[src/rtl/seg_addr_pkg.sv]
package seg_addr_pkg;

    localparam int NUM_SEG  = 4;
    localparam int SEL_W    = $clog2(NUM_SEG);

    typedef enum logic [1:0] {
        SEG_EXTRA = 2'd0,
        SEG_CODE  = 2'd1,
        SEG_STACK = 2'd2,
        SEG_DATA  = 2'd3
    } seg_id_e;

    typedef enum logic [1:0] {
        ACC_FETCH  = 2'd0,
        ACC_STACK  = 2'd1,
        ACC_DATA   = 2'd2,
        ACC_STRDST = 2'd3
    } acc_kind_e;

    typedef enum logic [2:0] {
        OSRC_IP   = 3'd0,
        OSRC_SP   = 3'd1,
        OSRC_BP   = 3'd2,
        OSRC_GEN  = 3'd3,
        OSRC_SI   = 3'd4,
        OSRC_DI   = 3'd5,
        OSRC_RSV6 = 3'd6,
        OSRC_RSV7 = 3'd7
    } off_src_e;

endpackage

[src/rtl/seg_regfile.sv]
module seg_regfile
    import seg_addr_pkg::*;
#(
    parameter int              SEG_W    = 16,
    parameter logic [SEG_W-1:0] CODE_RST = '1
) (
    input  logic                            clk,
    input  logic                            rst_n,
    input  logic                            wr_en,
    input  seg_id_e                         wr_sel,
    input  logic [SEG_W-1:0]                wr_data,
    input  logic                            xfer_en,
    input  logic [SEG_W-1:0]                xfer_data,
    output logic [NUM_SEG-1:0][SEG_W-1:0]   seg_q
);

    logic [NUM_SEG-1:0]              load_en;
    logic [NUM_SEG-1:0][SEG_W-1:0]   load_val;

    for (genvar i = 0; i < NUM_SEG; i++) begin : g_seg
        localparam logic [SEG_W-1:0] RST_VAL =
            (i == int'(SEG_CODE)) ? CODE_RST : '0;

        if (i == int'(SEG_CODE)) begin : g_code_path
            // code register: only the control-transfer port reaches it
            assign load_en[i]  = xfer_en;
            assign load_val[i] = xfer_data;
        end else begin : g_gen_path
            assign load_en[i]  = wr_en && (int'(wr_sel) == i);
            assign load_val[i] = wr_data;
        end

        always_ff @(posedge clk or negedge rst_n) begin
            if (!rst_n) begin
                seg_q[i] <= RST_VAL;
            end else if (load_en[i]) begin
                seg_q[i] <= load_val[i];
            end
        end
    end

    // general port aimed at code leaves it alone
    a_r8_code_guarded: assert property (@(posedge clk) disable iff (!rst_n)
        (wr_en && wr_sel == SEG_CODE && !xfer_en) |=> $stable(seg_q[SEG_CODE]));

    // transfer port lands in code register
    a_r8_xfer_lands: assert property (@(posedge clk) disable iff (!rst_n)
        xfer_en |=> (seg_q[SEG_CODE] == $past(xfer_data)));

    // general write lands in the selected register
    a_r7_write_lands: assert property (@(posedge clk) disable iff (!rst_n)
        (wr_en && wr_sel != SEG_CODE) |=> (seg_q[$past(wr_sel)] == $past(wr_data)));

endmodule

[src/rtl/seg_select.sv]
module seg_select
    import seg_addr_pkg::*;
(
    input  acc_kind_e  acc_kind,
    input  off_src_e   off_src,
    input  logic       ovr_valid,
    input  seg_id_e    ovr_seg,
    output seg_id_e    seg_sel
);

    seg_id_e by_source;

    // default segment implied by the offset's origin
    always_comb begin
        unique case (off_src)
            OSRC_SP, OSRC_BP: by_source = SEG_STACK;
            default:          by_source = SEG_DATA;
        endcase
    end

    always_comb begin
        unique case (acc_kind)
            ACC_FETCH:  seg_sel = SEG_CODE;
            ACC_STACK:  seg_sel = SEG_STACK;
            ACC_DATA:   seg_sel = ovr_valid ? ovr_seg : by_source;
            ACC_STRDST: seg_sel = SEG_EXTRA;
            default:    seg_sel = SEG_DATA;
        endcase
    end

endmodule

[src/rtl/seg_addr_adder.sv]
module seg_addr_adder #(
    parameter int SEG_W  = 16,
    parameter int OFF_W  = 16,
    parameter int SHIFT  = 4,
    parameter int ADDR_W = SEG_W + SHIFT
) (
    input  logic [SEG_W-1:0]  seg_base,
    input  logic [OFF_W-1:0]  offset,
    output logic [ADDR_W-1:0] phys_addr
);

    localparam int PAD_W = ADDR_W - OFF_W;

    logic [ADDR_W-1:0] base_sh;
    logic [ADDR_W-1:0] off_ext;

    assign base_sh   = {seg_base, {SHIFT{1'b0}}};
    assign off_ext   = {{PAD_W{1'b0}}, offset};
    // carry past the top bit falls off the ADDR_W-bit sum
    assign phys_addr = base_sh + off_ext;

endmodule

[src/rtl/seg_addr_gen.sv]
module seg_addr_gen
    import seg_addr_pkg::*;
#(
    parameter int               SEG_W    = 16,
    parameter int               OFF_W    = 16,
    parameter int               SHIFT    = 4,
    parameter logic [SEG_W-1:0] CODE_RST = 16'hFFFF,
    localparam int              ADDR_W   = SEG_W + SHIFT
) (
    input  logic              clk,
    input  logic              rst_n,
    input  logic [1:0]        acc_kind,
    input  logic [2:0]        off_src,
    input  logic [OFF_W-1:0]  offset,
    input  logic              ovr_valid,
    input  logic [1:0]        ovr_seg,
    input  logic              wr_en,
    input  logic [1:0]        wr_sel,
    input  logic [SEG_W-1:0]  wr_data,
    input  logic              xfer_en,
    input  logic [SEG_W-1:0]  xfer_data,
    output logic [ADDR_W-1:0] phys_addr,
    output logic [1:0]        seg_used
);

    logic [NUM_SEG-1:0][SEG_W-1:0] seg_q;
    seg_id_e                        sel;
    logic [SEG_W-1:0]               seg_base;

    seg_regfile #(
        .SEG_W    (SEG_W),
        .CODE_RST (CODE_RST)
    ) u_regs (
        .clk       (clk),
        .rst_n     (rst_n),
        .wr_en     (wr_en),
        .wr_sel    (seg_id_e'(wr_sel)),
        .wr_data   (wr_data),
        .xfer_en   (xfer_en),
        .xfer_data (xfer_data),
        .seg_q     (seg_q)
    );

    seg_select u_sel (
        .acc_kind  (acc_kind_e'(acc_kind)),
        .off_src   (off_src_e'(off_src)),
        .ovr_valid (ovr_valid),
        .ovr_seg   (seg_id_e'(ovr_seg)),
        .seg_sel   (sel)
    );

    assign seg_base = seg_q[sel];
    assign seg_used = sel;

    seg_addr_adder #(
        .SEG_W  (SEG_W),
        .OFF_W  (OFF_W),
        .SHIFT  (SHIFT),
        .ADDR_W (ADDR_W)
    ) u_add (
        .seg_base  (seg_base),
        .offset    (offset),
        .phys_addr (phys_addr)
    );

    // fetches never leave the code segment
    a_r2_fetch_code: assert property (@(posedge clk) disable iff (!rst_n)
        (acc_kind == 2'd0) |-> (seg_used == 2'd1));

    // stack kind ignores override
    a_r3_stack_kind: assert property (@(posedge clk) disable iff (!rst_n)
        (acc_kind == 2'd1) |-> (seg_used == 2'd2));

    // override obeyed on data accesses
    a_r5_override: assert property (@(posedge clk) disable iff (!rst_n)
        (acc_kind == 2'd2 && ovr_valid) |-> (seg_used == ovr_seg));

    // string destination pinned to extra
    a_r6_strdst_extra: assert property (@(posedge clk) disable iff (!rst_n)
        (acc_kind == 2'd3) |-> (seg_used == 2'd0));

    // low address bits come straight from the offset
    a_r1_low_bits: assert property (@(posedge clk) disable iff (!rst_n)
        phys_addr[SHIFT-1:0] == offset[SHIFT-1:0]);

endmodule

[config.mk]
export PLATFORM = sky130hd
export DESIGN_NAME = seg_addr_gen
export DESIGN_NICKNAME = d
export VERILOG_FILES = /design/src/rtl/seg_addr_pkg.sv /design/src/rtl/seg_regfile.sv /design/src/rtl/seg_select.sv /design/src/rtl/seg_addr_adder.sv /design/src/rtl/seg_addr_gen.sv
export SDC_FILE = /design/constraint.sdc
export NUM_CORES = 1
export LEC_CHECK = 0
export BUFFER_PORTS_ARGS = -buffer_cell sky130_fd_sc_hd__buf_2
export CAP_MARGIN = 20
export CORE_UTILIZATION = 50
export CTS_BUF_LIST = sky130_fd_sc_hd__clkbuf_4 sky130_fd_sc_hd__clkbuf_8
export DETAILED_ROUTE_END_ITERATION = 7
export GPL_TIMING_DRIVEN = 0
export PLACE_DENSITY = 0.83
export SYNTH_ARGS = -nofsm -noshare
export SYNTH_HDL_FRONTEND = slang
export SYNTH_HIERARCHICAL = 1
export SYNTH_SLANG_ARGS = --single-unit
[constraint.sdc]
create_clock -name clk -period 4.1 [get_ports clk]
set_input_delay 0.82 -clock clk [delete_from_list [all_inputs] [get_ports clk]]
set_output_delay 0.82 -clock clk [all_outputs]
set_load 0.01 [all_outputs]
==> impl_metrics.toml <==
[sta]
post-route-period-util_pct = 110
rsz0062_at_grt = "yes"
fin_crit_ns = 4.51
maxSlewHeadroom_pct = 56.5
finalClockSkew_ns = 0
worst_pin_slew_ns = 0.653
fmax_ghz = 0.222
hold_slack_ns = 0.496
setup_ws_ns = -0.410
finalSetupTns_ns = -3.95
hold_viol_final = 0
setup-violations-final = 12
drv_slew = 0

[layout]
reg.largest.list = "u_regs/seg_q: 64 flops"
nNetsFinal = 457
synthToLayoutAreaGrowth_pct = 29.1
largest_reg_flops = 64
top_register = "u_regs/seg_q"
antenna_cells = 0
fillers = 515
final_core_util_pct = 66.5
drive_above_1_share_pct = 67.2
final_cell_area_um2 = 4820

[logic_synthesis]
synth_common_cells = "64 x mux2_2, 48 x dfrtp_1, 16 x dfstp_2"
synthMuxAreaShare_pct = 29.5
ys_top_cells_by_area = "dfrtp_1 32%, mux2_2 19%, dfstp_2 11%, mux4_2 6.0%, mux4_1 4.2%"
ys_seq_area_share_pct = 43.4
synth_flop_cell = "dfrtp_1"
yosys.area_share.simple_pct = 7.60
avgSynthCellArea_um2 = 13.7
synth.distinct_cells = 50
ys_warn_count = 6
synthCells = 272
yosys.area.top_type = "dfrtp_1"
synth-seq-cells = 64
yosysMostFrequentCell = "mux2_2"
synth_top_family_by_area = "multiplexers"
synth-edff-count = 0
synth_top_area_share_pct = 32.2
synthAdderAreaFrac_pct = 4.55
synth_nets = 347
synth_xor_area_share_pct = 2.34
async_reset_ff_share_pct = 100
netlist_area_um2 = 3740
synth_compound_area_share_pct = 8.44

[route]
routedWlPerCell_um = 18.0
drt_iter0_markers = 123
drtPass1Iterations = 4
ant_nets = 0
totalWireLength_um = 8740
via_count = 2723
vias_per_cell = 5.60
post-route-drc-count = 0

[power_and_ir_drop]
clkPwrFrac_pct = 20.8
p_switching_w = 0.000754
swShare_pct = 33.6
internal-power_w = 0.00149
combPwrFrac_pct = 43.4
p_leak_nw = 2.08
ir_worst_vdd_mv = 0.199
power.density_nw_per_um2 = 466
power_frac_seq_pct = 35.8

[clock_tree]
cts_sinks = 64
worstSkewPairLatency_ns = 0.33
numCtsBuffers = 9
ctsHoldBuffers = 0
cts-htree-levels = 3
cts_tree = "yes"
root_buffer = "clkbuf_8"
clk_pin_slew_ns = 0.07
cts_buffer_depth = 2

[global_route]
grt.overflow.total = 0
grt_pass1_wl_um = 14100
antenna_found_initial = 0
grt_pass1_vias = 2895
gr-usage-all-layers_pct = 24.7
grt_max_degree = 37

[critical_path]
path_class = "input port to output pin"
worstRegToRegCells = 1
cp-start-kind = "input port"
max_stage_delay_ns = 0.54
critical_path.cell_chain = "buf_6 -> xor2_1 -> a221oi_2 -> buf_6 -> buf_12 -> buf_6 -> mux4_2 -> ha_4 -> and3_4 -> a221oi_4 -> buf_6 -> or4_4 -> nand4_1 -> buf_2"
crit_slowest_cell = "mux4_2"
rr_startpoint = "u_regs/seg_q[4]"
crit_required_ns = 3.28
crit_start = "off_src[1]"
worstPathArrival_ns = 3.69
path_common_cell = "buf_6"
crit_path_end_kind = "output pin"
crit_fanout = 8

[floorplan]
die_h_um = 88.4
core-area_um2 = 7250
rows = 31
die_area_um2 = 7820
die_width_um = 88.4
io_pins = 84
initial_core_util_pct = 51.5

[placed_design]
place.gp.congestion = 0.805
io_buffers = 78
place_area_um2 = 4340
hpwl_um = 6080

[hold_path]
hp-class = "input port to async pin"

[flow_run]
cap_viol_max_count = 0

[run_status]
status = "finished with violations"
failed_checks = "negative setup slack"
-- final timing paths --
kind / to / slack (ns)
setup / recovery: phys_addr[12] / -0.41
hold / removal: u_regs/seg_q[42] / 0.50
setup reg to reg: u_regs/seg_q[4] / 3.31
hold reg to reg: u_regs/seg_q[43] / 0.50
max in group asynchronous: u_regs/seg_q[17] / 2.91
min in group clk: u_regs/seg_q[43] / 0.50
-- what timing repair did --
item	CTS	global route
endpoints found under the setup margin	12	12
resized for setup	29	5
pin swaps	19	9
buffers inserted	19	2
-- layout make-up --
| cell class | count | area [um^2] | area share [%] |
|---|---|---|---|
| clock inverter | 6 | 35.0 | 0.726 |
| tap | 99 | 124 | 2.57 |
| multi-input combinational | 187 | 2160 | 44.9 |
| sequential | 64 | 1620 | 33.6 |
| timing repair buffer | 100 | 592 | 12.3 |
| clock buffer | 10 | 138 | 2.85 |
| buffer | 15 | 130 | 2.70 |
| inverter | 5 | 18.8 | 0.389 |
-- cell families after synthesis --
group | Yosys count
flops | 64
simple gates | 47
compound gates | 37
mux | 80
fa+ha+maj | 13
xor+xnor | 10
buf+inv | 21
-- power groups by stage --
| stage | Sequential (W) | Clock [W] | Combinational (W) |
|---|---|---|---|
| 3_5_place_dp | 0.000813 | 0 | 0.000809 |
| 2_1_floorplan | 0.000790 | 0 | 0.000590 |
| 5_1_grt | 0.000815 | 0.000508 | 0.00105 |
| 4_1_cts | 0.000803 | 0.000480 | 0.000932 |
| 3_3_place_gp | 0.000800 | 0 | 0.000778 |
| 6_report | 0.000804 | 0.000467 | 0.000975 |
-- cell usage in the layout (no fill, tap or decap), types with 6 or more instances in the layout --
master	count
a21oi_1	6
buf_2	81
buf_4	23
buf_6	8
clkbuf_8	11
dfrtp_1	48
dfstp_2	16
ha_4	9
mux2_2	64
mux4_2	15
nand2_1	7
nand3_1	6
nor2_1	6
-- per-layer routing --
layer  GRT usage, %  vias up  share of wire, %
met5              0        -                 0
met4           11.1        0               2.7
met3           5.69       19               4.1
met2           42.3       75                51
met1           29.8     1374                42
li1               -     1255                 -
-- through the flow --
| stage | cells | power [W] | setup WS (ns) |
|---|---|---|---|
| 5_1_grt | 486 | 0.00238 | -0.503 |
| 3_3_place_gp | 449 | 0.00158 | -0.574 |
| 6_report | 486 | 0.00225 | -0.410 |
| 2_1_floorplan | 272 | 0.00138 | -0.234 |
| 3_5_place_dp | 450 | 0.00162 | -0.597 |
| 4_1_cts | 484 | 0.00221 | -0.375 |
-- critical path: cells and delay by family --
kind                     cells  cell delay (ns)
buffers and inverters        6             0.77
adder cells (fa/ha/maj)      1             0.31
multiplexers                 1             0.54
AO/OA/AOI/OAI                2             0.39
XOR/XNOR                     1             0.16
AND/OR/NAND/NOR              3             0.68
Power figures use the tool's default switching activity.
